**src/rtl/pwm_timer_pkg.sv**
```systemverilog
package pwm_timer_pkg;
  // register byte offsets
  localparam int OFS_CTRL = 0;
  localparam int OFS_CNT  = 4;
  // control word layout
  localparam int EN_BIT      = 0;
  localparam int HOLD_BIT    = 11;
  localparam int DIV_LSB_BIT = 15;
  localparam int DIV_HI_LSB  = 16;
  localparam int DIV_HI_W    = 4;
  localparam int DIV_MAX     = 24;
  // count word layout
  localparam int PER_LSB  = 16;
  localparam int DUTY_LSB = 0;
endpackage

```
**src/rtl/pwm_timer_regs.sv**
```systemverilog
module pwm_timer_regs
  import pwm_timer_pkg::*;
#(
  parameter int DATA_W = 32,
  parameter int ADDR_W = 4
) (
  input  logic              clk,
  input  logic              rst,
  input  logic [ADDR_W-1:0] bus_addr,
  input  logic              bus_wr,
  input  logic [DATA_W-1:0] bus_wdata,
  output logic [DATA_W-1:0] bus_rdata,
  output logic [DATA_W-1:0] ctrl_q,
  output logic [DATA_W-1:0] cnt_q
);
  logic sel_ctrl;
  logic sel_cnt;

  assign sel_ctrl = (bus_addr == ADDR_W'(OFS_CTRL));
  assign sel_cnt  = (bus_addr == ADDR_W'(OFS_CNT));

  always_ff @(posedge clk) begin
    if (rst) begin
      ctrl_q    <= '0;
      cnt_q     <= '0;
      bus_rdata <= '0;
    end else begin
      if (bus_wr && sel_ctrl) ctrl_q <= bus_wdata;
      if (bus_wr && sel_cnt)  cnt_q  <= bus_wdata;
      if (sel_ctrl)      bus_rdata <= ctrl_q;
      else if (sel_cnt)  bus_rdata <= cnt_q;
      else               bus_rdata <= '0;
    end
  end
endmodule

```
**src/rtl/pwm_timer_stage.sv**
```systemverilog
module pwm_timer_stage #(
  parameter int CNT_W   = 10,
  parameter int DIV_W   = 5,
  parameter int DIV_LIM = 24
) (
  input  logic             clk,
  input  logic             rst,
  input  logic             load_ok,
  input  logic             hold,
  input  logic [CNT_W-1:0] per_raw,
  input  logic [CNT_W-1:0] duty_raw,
  input  logic [DIV_W-1:0] div_raw,
  output logic [CNT_W-1:0] act_period,
  output logic [CNT_W-1:0] act_duty,
  output logic [DIV_W-1:0] act_div
);
  logic [DIV_W-1:0] div_lim;

  always_comb begin
    if (div_raw > DIV_W'(DIV_LIM)) div_lim = DIV_W'(DIV_LIM);
    else                           div_lim = div_raw;
  end

  // the active set moves only on an idle cycle or a period boundary
  always_ff @(posedge clk) begin
    if (rst) begin
      act_period <= '0;
      act_duty   <= '0;
      act_div    <= '0;
    end else if (load_ok && !hold) begin
      act_period <= per_raw;
      act_duty   <= duty_raw;
      act_div    <= div_lim;
    end
  end
endmodule

```
**src/rtl/pwm_timer_prescale.sv**
```systemverilog
module pwm_timer_prescale #(
  parameter int DIV_W = 5,
  parameter int PRE_W = 24
) (
  input  logic             clk,
  input  logic             rst,
  input  logic             run,
  input  logic [DIV_W-1:0] div,
  output logic             tick
);
  logic [PRE_W-1:0] pre_q;
  logic [PRE_W-1:0] wrap_at;

  // 2^div - 1; with div == PRE_W the shift gives 0 and the subtract all ones
  assign wrap_at = (PRE_W'(1) << div) - PRE_W'(1);
  assign tick    = run && (pre_q == wrap_at);

  always_ff @(posedge clk) begin
    if (rst || !run) pre_q <= '0;
    else if (tick)   pre_q <= '0;
    else             pre_q <= pre_q + PRE_W'(1);
  end
endmodule

```
**src/rtl/pwm_timer_core.sv**
```systemverilog
module pwm_timer_core #(
  parameter int CNT_W = 10
) (
  input  logic             clk,
  input  logic             rst,
  input  logic             en,
  input  logic             tick,
  input  logic [CNT_W-1:0] act_period,
  input  logic [CNT_W-1:0] act_duty,
  output logic             run,
  output logic             boundary,
  output logic [CNT_W-1:0] cnt_q,
  output logic             pwm_out
);
  logic last;

  assign run      = en && (act_period != '0) && (act_duty != '0);
  assign last     = (cnt_q == act_period - CNT_W'(1));
  assign boundary = !run || (tick && last);

  always_ff @(posedge clk) begin
    if (rst || !run) cnt_q <= '0;
    else if (tick)   cnt_q <= last ? '0 : cnt_q + CNT_W'(1);
  end

  always_ff @(posedge clk) begin
    if (rst) pwm_out <= 1'b0;
    else     pwm_out <= run && (cnt_q < act_duty);
  end
endmodule

```
**src/rtl/pwm_staged_timer.sv**
```systemverilog
module pwm_staged_timer
  import pwm_timer_pkg::*;
#(
  parameter int DATA_W = 32,
  parameter int ADDR_W = 4,
  parameter int CNT_W  = 10,
  parameter int PRE_W  = 24
) (
  input  logic              clk,
  input  logic              rst,
  input  logic [ADDR_W-1:0] bus_addr,
  input  logic              bus_wr,
  input  logic [DATA_W-1:0] bus_wdata,
  output logic [DATA_W-1:0] bus_rdata,
  output logic              pwm_out
);
  localparam int DIV_W = DIV_HI_W + 1;

  logic [DATA_W-1:0] ctrl_q;
  logic [DATA_W-1:0] cnt_word;
  logic              ctrl_en;
  logic              ctrl_hold;
  logic [DIV_W-1:0]  div_raw;
  logic [CNT_W-1:0]  per_raw;
  logic [CNT_W-1:0]  duty_raw;
  logic [CNT_W-1:0]  act_period;
  logic [CNT_W-1:0]  act_duty;
  logic [DIV_W-1:0]  act_div;
  logic              run;
  logic              tick;
  logic              boundary;
  logic [CNT_W-1:0]  cnt_q;

  pwm_timer_regs #(.DATA_W(DATA_W), .ADDR_W(ADDR_W)) u_regs (
    .clk(clk), .rst(rst), .bus_addr(bus_addr), .bus_wr(bus_wr),
    .bus_wdata(bus_wdata), .bus_rdata(bus_rdata),
    .ctrl_q(ctrl_q), .cnt_q(cnt_word)
  );

  assign ctrl_en   = ctrl_q[EN_BIT];
  assign ctrl_hold = ctrl_q[HOLD_BIT];
  assign div_raw   = {ctrl_q[DIV_HI_LSB +: DIV_HI_W], ctrl_q[DIV_LSB_BIT]};
  assign per_raw   = cnt_word[PER_LSB +: CNT_W];
  assign duty_raw  = cnt_word[DUTY_LSB +: CNT_W];

  pwm_timer_stage #(.CNT_W(CNT_W), .DIV_W(DIV_W), .DIV_LIM(DIV_MAX)) u_stage (
    .clk(clk), .rst(rst), .load_ok(boundary), .hold(ctrl_hold),
    .per_raw(per_raw), .duty_raw(duty_raw), .div_raw(div_raw),
    .act_period(act_period), .act_duty(act_duty), .act_div(act_div)
  );

  pwm_timer_prescale #(.DIV_W(DIV_W), .PRE_W(PRE_W)) u_pre (
    .clk(clk), .rst(rst), .run(run), .div(act_div), .tick(tick)
  );

  pwm_timer_core #(.CNT_W(CNT_W)) u_core (
    .clk(clk), .rst(rst), .en(ctrl_en), .tick(tick),
    .act_period(act_period), .act_duty(act_duty),
    .run(run), .boundary(boundary), .cnt_q(cnt_q), .pwm_out(pwm_out)
  );
endmodule

```
**config.mk**
```make
export PLATFORM = sky130hd
export DESIGN_NAME = pwm_staged_timer
export DESIGN_NICKNAME = d
export VERILOG_FILES = /design/src/rtl/pwm_timer_pkg.sv /design/src/rtl/pwm_timer_regs.sv /design/src/rtl/pwm_timer_stage.sv /design/src/rtl/pwm_timer_prescale.sv /design/src/rtl/pwm_timer_core.sv /design/src/rtl/pwm_staged_timer.sv
export SDC_FILE = /design/constraint.sdc
export NUM_CORES = 1
export LEC_CHECK = 0
export ABC_AREA = 0
export BUFFER_PORTS_ARGS = -buffer_cell sky130_fd_sc_hd__buf_2
export CORE_ASPECT_RATIO = 1.25
export CORE_MARGIN = 2
export CORE_UTILIZATION = 40
export CTS_CLUSTER_SIZE = 10
export DETAILED_ROUTE_END_ITERATION = 16
export PLACE_DENSITY = 0.7
export SETUP_SLACK_MARGIN = 0.2
export SLEW_MARGIN = 20
export SYNTH_ARGS = -nofsm -noshare
export SYNTH_HDL_FRONTEND = slang
export SYNTH_SLANG_ARGS = --single-unit
```
**constraint.sdc**
```tcl
create_clock -name clk -period 3.9 [get_ports clk]
set_input_delay 0.78 -clock clk [delete_from_list [all_inputs] [get_ports clk]]
set_output_delay 0.78 -clock clk [all_outputs]
set_load 0.01 [all_outputs]
```
Word-level counts from Yosys, hierarchy flattened. Index checks and enable logic that the tools add are counted.

Output and inout port bits: 33. Logic and storage cells: 39. Register bits after elaboration: 156.

Eq/ne operators: 3. Magnitude comparators: 2. Reductions and logical operators: 16. Muxes and demuxes: 4. Add/subtract/negate cells: 4. Shifts and indexed selects: 1.

Operator list (count): 32-bit two-way mux (2); 24-bit by 1-bit adder with 24-bit output, second input constant (1); 24-bit equality test (1); 1-bit by 5-bit left shift with 24-bit output, first input constant (1); 24-bit by 2-bit subtractor with 24-bit output, second input constant (1); 10-bit nonzero test (2); 10-bit by 1-bit adder with 10-bit output, second input constant (1); 10-bit equality test (1); 10-bit < comparator (1); 10-bit two-way mux (1); 10-bit by 1-bit subtractor with 10-bit output, second input constant (1); 1-bit logical AND (8); 5-bit greater-than comparator, second input constant (1); 5-bit two-way mux (1); 4-bit by 3-bit equality test with 1-bit output, second input constant (1); 4-bit logical NOT (1); 1-bit logical NOT (2); 1-bit logical OR (2); 2-bit OR reduction (1).

Longest topological paths before layout. Gate-level depths: netlist (run 1).

Word-level depth: 7. Gate-level depth with buffers: 17. Mapped depth without buffers: 11.

By module. A second synthesis (run 1) with hierarchy kept.

Cell total of the unflattened synthesis: 837. Area, all modules: 7733.7 um2.

By module, submodules not included: pwm_timer_regs (cells an instance 351, instances 1, seq. area each 1921.8 um2, area each 3719.8 um2); pwm_timer_prescale (cells an instance 248, instances 1, seq. area each 480.5 um2, area each 1933.1 um2); pwm_timer_stage (cells an instance 112, instances 1, seq. area each 500.5 um2, area each 1048.5 um2); pwm_timer_core (cells an instance 126, instances 1, seq. area each 220.2 um2, area each 1032.2 um2).

Least setup slack after synthesis (run 1). Ideal clock, no wire load.

Kind: register -> register. From: register u_stage.act_div[4]. To: register u_core.cnt_q[4]. Cell stages (with the launch flop): 15. Required time: 3830 ps. Period minus slack after synthesis: 3546 ps. Buffers on the path: 3. Path slack: 354 ps. Data arrival time: 3476 ps. Path through: dfxtp_1 > buf_2 > buf_2 > nor2_1 > nand2_1 > ha_1 > clkbuf_1 > and2_1 > o21ai_0 > and3_1 > or4b_4 > nor4_4 > nand4_1 > or4_1 > a21oi_1.

Cells in the longest elaborated chain, start to end: 4.

Ends and longest elaborated chain: start: declaration (RTL line pwm_timer_stage.sv:15) `output logic [DIV_W-1:0] act_div`; start signal: assignment (RTL line pwm_timer_stage.sv:33) `act_div <= div_lim;`; 1-bit by 5-bit left shift with 24-bit output (RTL line pwm_timer_prescale.sv:15) `assign wrap_at = (PRE_W'(1) << div) - PRE_W'(1);`; 24-bit by 2-bit subtractor with 24-bit output (RTL line pwm_timer_prescale.sv:15); 24-bit equality test (RTL line pwm_timer_prescale.sv:16) `assign tick = run && (pre_q == wrap_at);`; 1-bit logical AND (RTL line pwm_timer_prescale.sv:16); end signal: assignment (RTL line pwm_timer_core.sv:23) `else if (tick) cnt_q <= last ? '0 : cnt_q + CNT_W'(1);`; end: declaration (RTL line pwm_timer_core.sv:12) `output logic [CNT_W-1:0] cnt_q,`.

Every way passes these cells. A chain may end at the register's enable or synchronous reset.

Worst setup path after layout (run 1).
From: register u_stage.act_div[2]. To: register u_stage.act_period[4].

Cells in the longest elaborated chain, start to end: 7.

Ends and longest elaborated chain: 1-bit by 5-bit left shift with 24-bit output (RTL line pwm_timer_prescale.sv:15); 24-bit by 2-bit subtractor with 24-bit output (RTL line pwm_timer_prescale.sv:15); 24-bit equality test (RTL line pwm_timer_prescale.sv:16); 1-bit logical AND (RTL line pwm_timer_prescale.sv:16); 1-bit logical AND (RTL line pwm_timer_core.sv:19) `assign boundary = !run || (tick && last);`; 1-bit logical OR (RTL line pwm_timer_core.sv:19); 1-bit logical AND (RTL line pwm_timer_stage.sv:30) `end else if (load_ok && !hold) begin`; end signal: assignment (RTL line pwm_timer_stage.sv:31) `act_period <= per_raw;`; end: declaration (RTL line pwm_timer_stage.sv:13) `output logic [CNT_W-1:0] act_period,`.

Every way passes these cells.

==> results of run 1 <==
## registers in the layout (all words and copies together) (netlist names)
register and count:
u_core.cnt_q 10, u_regs.bus_rdata 32, u_regs.ctrl_q 32, u_stage.act_period 10, u_stage.act_div 5, u_regs.cnt_q 32
u_stage.act_duty 10, u_core.pwm_out 1, u_pre.pre_q 24
## stage by stage
step                      worst slack (ps)  total power, mW  utilization, %  hold WS, ps  instance area (sq um)
after detailed placement             362.5            1.769           43.85        447.0                   7876
after global routing                 237.7            3.499           47.41        468.9                   8514
final                                463.8            3.385           47.41        454.4                   8514
after floorplan                      353.9            1.721               -        436.0                   7296
after global placement               478.7            1.768           43.85        441.7                   7876
after CTS                            353.3            3.415           47.15        456.4                   8468
## cell usage after synthesis, drive strengths merged (4+ instances only)
| cell | n | area (sq um) |
|---|---|---|
| nand4 | 12 | 75.07 |
| nor3 | 11 | 60.06 |
| nor2 | 96 | 360.4 |
| or3 | 8 | 50.05 |
| xor2 | 21 | 183.9 |
| a22oi | 33 | 247.7 |
| a21oi | 84 | 420.4 |
| nor4 | 8 | 65.06 |
| ha | 14 | 175.2 |
| o21ai | 22 | 110.1 |
| nand2b | 11 | 76.32 |
| nand2 | 157 | 589.3 |
| and3 | 6 | 37.54 |
| dfxtp | 156 | 3123 |
| a21o | 8 | 60.06 |
| a31oi | 6 | 37.54 |
| nand3 | 18 | 90.09 |
| and4 | 7 | 61.31 |
| xnor2 | 17 | 148.9 |
| o21bai | 4 | 30.03 |
| nand3b | 4 | 30.03 |
| or4 | 6 | 45.04 |
| inv | 24 | 90.09 |
| or2 | 6 | 37.54 |
| buf | 19 | 111.4 |
| a211oi | 6 | 45.04 |
| clkbuf | 43 | 161.4 |
| a2111oi | 4 | 35.03 |
| o31ai | 8 | 60.06 |
| mux2i | 22 | 220.2 |
| and2 | 5 | 31.28 |
## power groups by stage
stage	clock network [mW]	registers (mW)	logic [mW]
after global routing	1.75	1.61	0.138
after CTS	1.68	1.61	0.123
after detailed placement	0	1.65	0.122
final	1.65	1.61	0.123
after global placement	0	1.65	0.121
after floorplan	0	1.64	0.0762
## what timing repair did
item,4_1_cts,5_1_grt
resized for setup,0,2
endpoints found under the hold margin,0,0
setup buffers,0,5
setup endpoints to repair,0,27
hold buffers,0,0
## final timing paths
path / from / to / slack (ps)
worst min register to register: u_regs.ctrl_q[5]$_SDFFE_PP0P_ / u_regs.ctrl_q[5]$_SDFFE_PP0P_ / 450
worst min-delay path: u_regs.ctrl_q[5]$_SDFFE_PP0P_ / u_regs.ctrl_q[5]$_SDFFE_PP0P_ / 450
worst max register to register: u_stage.act_div[2]$_SDFFE_PP0P_ / u_stage.act_period[4]$_SDFFE_PP0P_ / 460
worst max-delay path: u_stage.act_div[2]$_SDFFE_PP0P_ / u_stage.act_period[4]$_SDFFE_PP0P_ / 460
## logic make-up after synthesis
family | Yosys count | share of synthesized area [%]
xor+xnor | 39 | 4.871
fa+ha+maj | 15 | 2.538
flops | 156 | 42.81
buf+inv | 86 | 4.973
mux | 22 | 3.018
compound gates | 204 | 17.84
simple gates | 370 | 23.96
## worst max-delay path, stage by stage, from the launching register on
cell and delay [ps]:
dfxtp_1 380, buf_4 310, or3b_4 430, or3_1 370, a21o_1 180, a222oi_1 440, nor4b_2 450, a31oi_4 270
buf_12 250, mux2i_1 180, nor2_1 50
## cell type report
| cell class | count | area share [%] |
|---|---|---|
| Inverter | 24 | 1.058 |
| Sequential cell | 156 | 36.68 |
| Tap cell | 228 | 3.350 |
| Clock inverter | 14 | 1.793 |
| Clock buffer | 18 | 5.158 |
| Timing Repair Buffer | 97 | 6.789 |
| Multi-Input combinational cell | 650 | 45.17 |
## metal layers
metal / share of wire [%] / GRT usage (%)
met5: 0 / 0
met1: 43 / 22.16
met2: 48 / 30.99
met4: 2.8 / 7.758
met3: 6.4 / 5.949
==> results.cfg, run 1 <==
[timing]
fmax_ghz = 0.2910
setup_viol = 0
finalHoldViolations = 0
maxSlewHeadroom_pct = 45.51
rsz0062_at_grt = no
worst_pin_slew_ps = 796.7
drv_slew = 0
fin_crit_sh_pct = 88.11
fin_crit_ps = 3436
finClkSkew_ps = 9.905
setup_tns_ps = 0

[final_layout]
areaGrowthSynthToFinish_pct = 16.70
final_cells = 1187
antenna_cells = 0
multi_input_comb_area_sq_um = 3846
fillCellCount = 1747
seqCellArea_sq_um = 3123
drive_gt1_share_pct = 15.33
final_cell_mix = nand2_1, dfxtp_1, nor2_1
nets = 999
final_common_cell = nand2_1

[floorplan]
rows = 55
ioPinCount = 72
coreArea_sq_um = 17960
die_x_microns = 124.8
die_y_microns = 155.0
initial_core_util_pct = 40.62
die_area_sq_um = 19340

[pwr]
leakage_nw = 3.056
power.share.clock_pct = 48.8
seqPwrFrac_pct = 47.6
max-vdd-ir-drop_uv = 345.4
p_switching_uw = 814.5
powerDensity_nw_per_um2 = 397.5
p_int_mw = 2.570
combPwrFrac_pct = 3.6
swShare_pct = 24.06

[job]
max_cap_viol_count = 0

[place]
gp_congestion = 0.9163
placedCellCount = 1150
hpwl_microns = 11730
portBuffers = 71

[global_routing]
grtUsageTotal_pct = 18.59
antenna_found_initial = 1
grt_max_degree = 72
overflow = 0
grt_pass1_vias = 6044
grt_first_pass_wirelength_microns = 29540

[detailed_routing]
route.detailed.drc = 0
avgViaCountPerCell = 5.377
wl_per_cell_microns = 14.77
wirelength_microns = 17530
ant_nets = 0
num_vias = 6383
drtIter0Drc = 449
drt_first_pass_iters = 7

[clock_network]
clk_pin_slew_ps = 70
cts_buffer_depth = 2
cts.sinks = 156
h-tree-depth = 4
cts_root_buffer = clkbuf_16
cts_tree = yes
cts_made_buffers = 17
clock_latency_ps = 430

[worst_setup_path]
crit_required_ps = 4200
crit_fanout = 30
worst-r2r-cell-count = 10
end_kind = flop
start_kind = flop
path_class = flop to flop
cp.arrival_ps = 3740

[status]
status = finished, final reports clean

[min_path]
hold_depth = 2
min_path_type = flop to flop

[yosys]
synth_edf_count = 0
ys_warn_count = 0
synthFlopType = dfxtp_1
ys_types = 69
async_flop_share_pct = 0
synth-seq-cells = 156
synth_area_sq_um = 7296
yosysSeqAreaShare_pct = 42.81
syn-num-nets = 945
syn-mean-instance-area_sq_um = 8.179
netlist_instances = 892
Power figures use the tool's default switching activity.
==> run 2: changes to the inputs <==
Settings changed: BUFFER_PORTS_ARGS -buffer_cell sky130_fd_sc_hd__buf_2 to default, CORE_UTILIZATION 40 to 63, DONT_BUFFER_PORTS from default to 1, PLACE_DENSITY 0.7 to 0.91.
==> results.cfg, run 2 (same netlist as run 1, synthesis figures left out) <==
[status]
status = finished, final reports clean

[worst_setup_path]
cp.arrival_ps = 3890
end_kind = flop
cp.buffers_inverters = 1
path_cells = nor3_4, nand3_1, ha_1, and2_1, o21ai_0, a21oi_1, or4b_4, nor4b_2, a31oi_4, buf_4, or2_0, a21oi_1
crit_fanout = 9
path_class = flop to flop
slowest_delay_ps = 590
crit_required_ps = 4250
crit_top_cell = a21oi_1
critPathSlowestCell = or4b_4
start_kind = flop
cp_top_family = simple AND/OR/NAND/NOR gates

[place]
gp_congestion = 0.9332
hpwl_microns = 11220
portBuffers = 0
dpl_cell_area_sq_um = 7367

[detailed_routing]
ant_nets = 0
wirelength_microns = 17940
avgViaCountPerCell = 6.253
wl_per_cell_microns = 17.52
num_vias = 6403
drtIter0Drc = 471
route.detailed.drc = 0
drt_first_pass_iters = 5

[pwr]
max-vdd-ir-drop_uv = 314.8
power.share.clock_pct = 48.6
seqPwrFrac_pct = 48.9
combPwrFrac_pct = 2.5
p_switching_uw = 805.5
power.total_mw = 3.294
swShare_pct = 24.45
p_int_mw = 2.489
powerDensity_nw_per_um2 = 410.4
leakage_nw = 2.744

[clock_network]
clock_latency_ps = 430
cts_tree = yes
cts_root_buffer = clkbuf_16
clk_pin_slew_ps = 70
cts_made_buffers = 17
h-tree-depth = 4
cts.sinks = 156
cts_buffer_depth = 2
holdBufCountCts = 0

[timing]
finClkSkew_ps = 11.19
setup_viol = 0
fmax_ghz = 0.2826
finalHoldViolations = 0
fin_crit_sh_pct = 90.74
rsz0062_at_grt = no
whs_ps = 408.8
setup_tns_ps = 0
worst_pin_slew_ps = 872.9
drv_slew = 0
fin_crit_ps = 3539
maxSlewHeadroom_pct = 40.30

[final_layout]
utilization_pct = 71.72
fillCellCount = 780
final_cell_mix = nand2_1, dfxtp_1, nor2_1
seqCellArea_sq_um = 3123
nets = 929
antenna_cells = 0
multi_input_comb_area_sq_um = 3861
drive_gt1_share_pct = 8.661
top_regs = u_regs.bus_rdata x32, u_regs.cnt_q x32, u_regs.ctrl_q x32
stdcell_area_sq_um = 8026
areaGrowthSynthToFinish_pct = 10.02

[global_routing]
antenna_found_initial = 0
grt_pass1_vias = 6181
grt_max_degree = 123
grtUsageTotal_pct = 29.21
grt_first_pass_wirelength_microns = 29650
overflow = 0

[floorplan]
initial_core_util_pct = 65.19
ioPinCount = 72
die_x_microns = 100.3
die_area_sq_um = 12460
die_y_microns = 124.3
coreArea_sq_um = 11190
rows = 43

[min_path]
min_path_type = input pin to flop

[job]
max_cap_viol_count = 0
[run 2: cell types whose count changed in the layout (fill, tap and decap cells not counted), moves of 2 or more]
cell        delta
buf_2         -70
clkinvlp_4     -2
inv_6          +2
inv_8          +2
[run 2: path summary, 6_finish.rpt]
| kind | endpoint | cells past startpoint | start | slack (ps) |
|---|---|---|---|---|
| worst min register to register | u_regs.ctrl_q[26]$_SDFFE_PP0P_ | 2 | u_regs.ctrl_q[26]$_SDFFE_PP0P_ | 450 |
| worst max register to register | u_stage.act_div[0]$_SDFFE_PP0P_ | 12 | u_stage.act_div[1]$_SDFFE_PP0P_ | 360 |
| worst max-delay path | u_stage.act_div[0]$_SDFFE_PP0P_ | 12 | u_stage.act_div[1]$_SDFFE_PP0P_ | 360 |
| worst min-delay path | u_regs.cnt_q[3]$_SDFFE_PP0P_ | 1 | rst | 410 |
[run 2: what timing repair did]
item / CTS / global route
gates resized for setup: 1 / 2
setup buffers: 0 / 9
setup endpoints to repair: 18 / 24
gates cloned: 0 / 0
pin swaps: 0 / 2
[run 2: cell type report]
cell class                      count  area share, %
Multi-Input combinational cell    650          48.11
Inverter                           24          1.122
Tap cell                          135          2.104
Sequential cell                   156          38.91
Clock buffer                       18          5.347
Clock inverter                     14          1.730
Timing Repair Buffer               27          2.681
[run 2: routing by layer]
layer / GRT usage (%) / routed length (microns)
met3: 6.229 / 1162
met4: 14.67 / 630
met2: 48.09 / 9074
met1: 35.65 / 7070
met5: 0 / 0
[run 2: stage by stage]
stage          worst slack [ps]  cells
4_1_cts                   283.0   1015
5_1_grt                   146.1   1024
2_1_floorplan             353.9    892
3_3_place_gp              387.8    983
3_5_place_dp              184.3    983
6_report                  361.2   1024
[run 2: power groups by stage]
stage / clock network, mW / registers [mW] / logic (mW)
2_1_floorplan: 0 / 1.64 / 0.0762
3_3_place_gp: 0 / 1.65 / 0.0744
3_5_place_dp: 0 / 1.65 / 0.0759
4_1_cts: 1.61 / 1.61 / 0.0777
5_1_grt: 1.69 / 1.61 / 0.0894
6_report: 1.60 / 1.61 / 0.0816
==> run 3: changes to the inputs <==
Settings changed: CORE_MARGIN 2 to 3, CTS_CLUSTER_SIZE 10 to default.
==> results.cfg, run 3 (same netlist as run 1, synthesis figures left out) <==
[detailed_routing]
wirelength_microns = 18450
avgViaCountPerCell = 6.356
dr.max_layer_used = met4
drtIter0Drc = 548
drt_first_pass_iters = 8
route.detailed.drc = 0
routedLengthMet1_microns = 6810
ant_nets = 0
wl_per_cell_microns = 18.00
wl_met2_microns = 9478
route.met3.wl_microns = 1411
num_vias = 6515

[pwr]
powerDensity_nw_per_um2 = 422.8
leakage_nw = 2.782
max-vdd-ir-drop_uv = 327.4

[clock_network]
clock_latency_ps = 430
h-tree-depth = 4
cts_root_buffer = clkbuf_16
cts.sinks = 156
cts_tree = yes
clk_pin_slew_ps = 60
cts_buffer_depth = 2
cts_made_buffers = 17

[timing]
maxSlewHeadroom_pct = 48.37
fin_crit_sh_pct = 90.88
drv_slew = 0
worst_pin_slew_ps = 754.9
fmax_ghz = 0.2821
rsz0062_at_grt = no
setup_viol = 0
finalHoldViolations = 0
fin_crit_ps = 3544
setup_tns_ps = 0
finClkSkew_ps = 12.23

[place]
gp_congestion = 0.9619
dpl_cell_area_sq_um = 7382
portBuffers = 0
hpwl_microns = 11500

[status]
status = finished, final reports clean

[global_routing]
antenna_found_initial = 0
overflow = 0
grtUsageTotal_pct = 28.84
grt_max_degree = 123
grt_first_pass_wirelength_microns = 29800
grt_pass1_vias = 6146

[final_layout]
top_regs = u_regs.bus_rdata x32, u_regs.cnt_q x32, u_regs.ctrl_q x32
antenna_cells = 0
multi_input_comb_area_sq_um = 3867
nets = 931
final_common_cell = nand2_1
final_cell_mix = nand2_1, dfxtp_1, nor2_1
areaGrowthSynthToFinish_pct = 10.84
fillCellCount = 761
drive_gt1_share_pct = 8.876
seqCellArea_sq_um = 3123
stdcell_area_sq_um = 8087

[floorplan]
die_y_microns = 126.3
ioPinCount = 72
coreArea_sq_um = 11190
die_area_sq_um = 12920
die_x_microns = 102.3
rows = 43
initial_core_util_pct = 65.19

[worst_setup_path]
worst-r2r-cell-count = 10
cp.buffers_inverters = 2
cp.depth = 10
path_class = flop to flop
slowest_delay_ps = 680
crit_required_ps = 4240
cp_top_family = compound AO/OA/AOI/OAI gates
end_kind = flop
critPathSlowestCell = a2111oi_0
cp.arrival_ps = 3890
path_cells = inv_1, ha_1, or4b_2, a21boi_0, o31ai_1, a2111oi_0, a31oi_4, buf_4, or2_0, a21oi_1
start_kind = flop
crit_fanout = 9

[job]
max_cap_viol_count = 0

[min_path]
hold_depth = 1
min_path_type = input pin to flop
## run 3: cell count changes in the layout (fill, tap and decap cells not counted), sizes merged
| cell | before | now |
|---|---|---|
| clkinv | 2 | 4 |
| clkinvlp | 1 | 0 |
| bufinv | 0 | 3 |
| inv | 35 | 31 |
| clkbuf | 18 | 17 |
| buf | 27 | 29 |
## run 3: area by class of cell
| class | count | share of cell area, % |
|---|---|---|
| multi-input cells | 650 | 47.83 |
| inverters | 24 | 1.114 |
| repair buffers | 29 | 2.847 |
| clock buffers | 17 | 5.261 |
| flip-flops and latches | 156 | 38.62 |
| clock inverters | 14 | 2.244 |
| well taps | 135 | 2.089 |
## run 3: metrics by stage
step | instances | utilization (%) | setup WS, ps | hold WS, ps | power, mW
final | 1025 | 72.26 | 355.7 | 428.8 | 3.419
after global routing | 1025 | 72.26 | 214.4 | 422.4 | 3.507
after CTS | 1016 | 71.44 | 314.3 | 416.8 | 3.428
after detailed placement | 985 | 65.97 | 163.7 | 441.2 | 1.724
after global placement | 985 | 65.97 | 329.2 | 436.3 | 1.722
after floorplan | 892 | - | 353.9 | 436.0 | 1.721
## run 3: worst paths after layout
check / start / to / slack [ps]
max: u_stage.act_period[0]$_SDFFE_PP0P_ / u_stage.act_div[1]$_SDFFE_PP0P_ / 360
min: rst / u_regs.bus_rdata[8]$_SDFF_PP0_ / 430
max reg2reg: u_stage.act_period[0]$_SDFFE_PP0P_ / u_stage.act_div[1]$_SDFFE_PP0P_ / 360
min reg2reg: u_regs.ctrl_q[30]$_SDFFE_PP0P_ / u_regs.ctrl_q[30]$_SDFFE_PP0P_ / 450
## run 3: power breakdown
part	total, mW	switching, mW	internal (mW)	leakage, nW
Clock	1.72	0.703	1.02	0.301
Sequential	1.61	0.00820	1.60	1.26
Combinational	0.0847	0.0504	0.0343	1.22
## run 3: routing by layer
| layer | vias to the layer above | global-route usage (%) |
|---|---|---|
| li1 | 3066 | - |
| met1 | 3072 | 33.59 |
| met2 | 314 | 49.67 |
| met3 | 63 | 5.996 |
| met4 | 0 | 13.90 |
| met5 | - | 0 |
## run 3: repair_timing
| action | CTS | global route |
|---|---|---|
| setup endpoints to repair | 19 | 23 |
| hold buffers | 0 | 0 |
| pin swaps | 0 | 2 |
| gates resized for setup | 1 | 4 |
| endpoints found under the hold margin | 0 | 0 |
| buffers inserted | 0 | 9 |
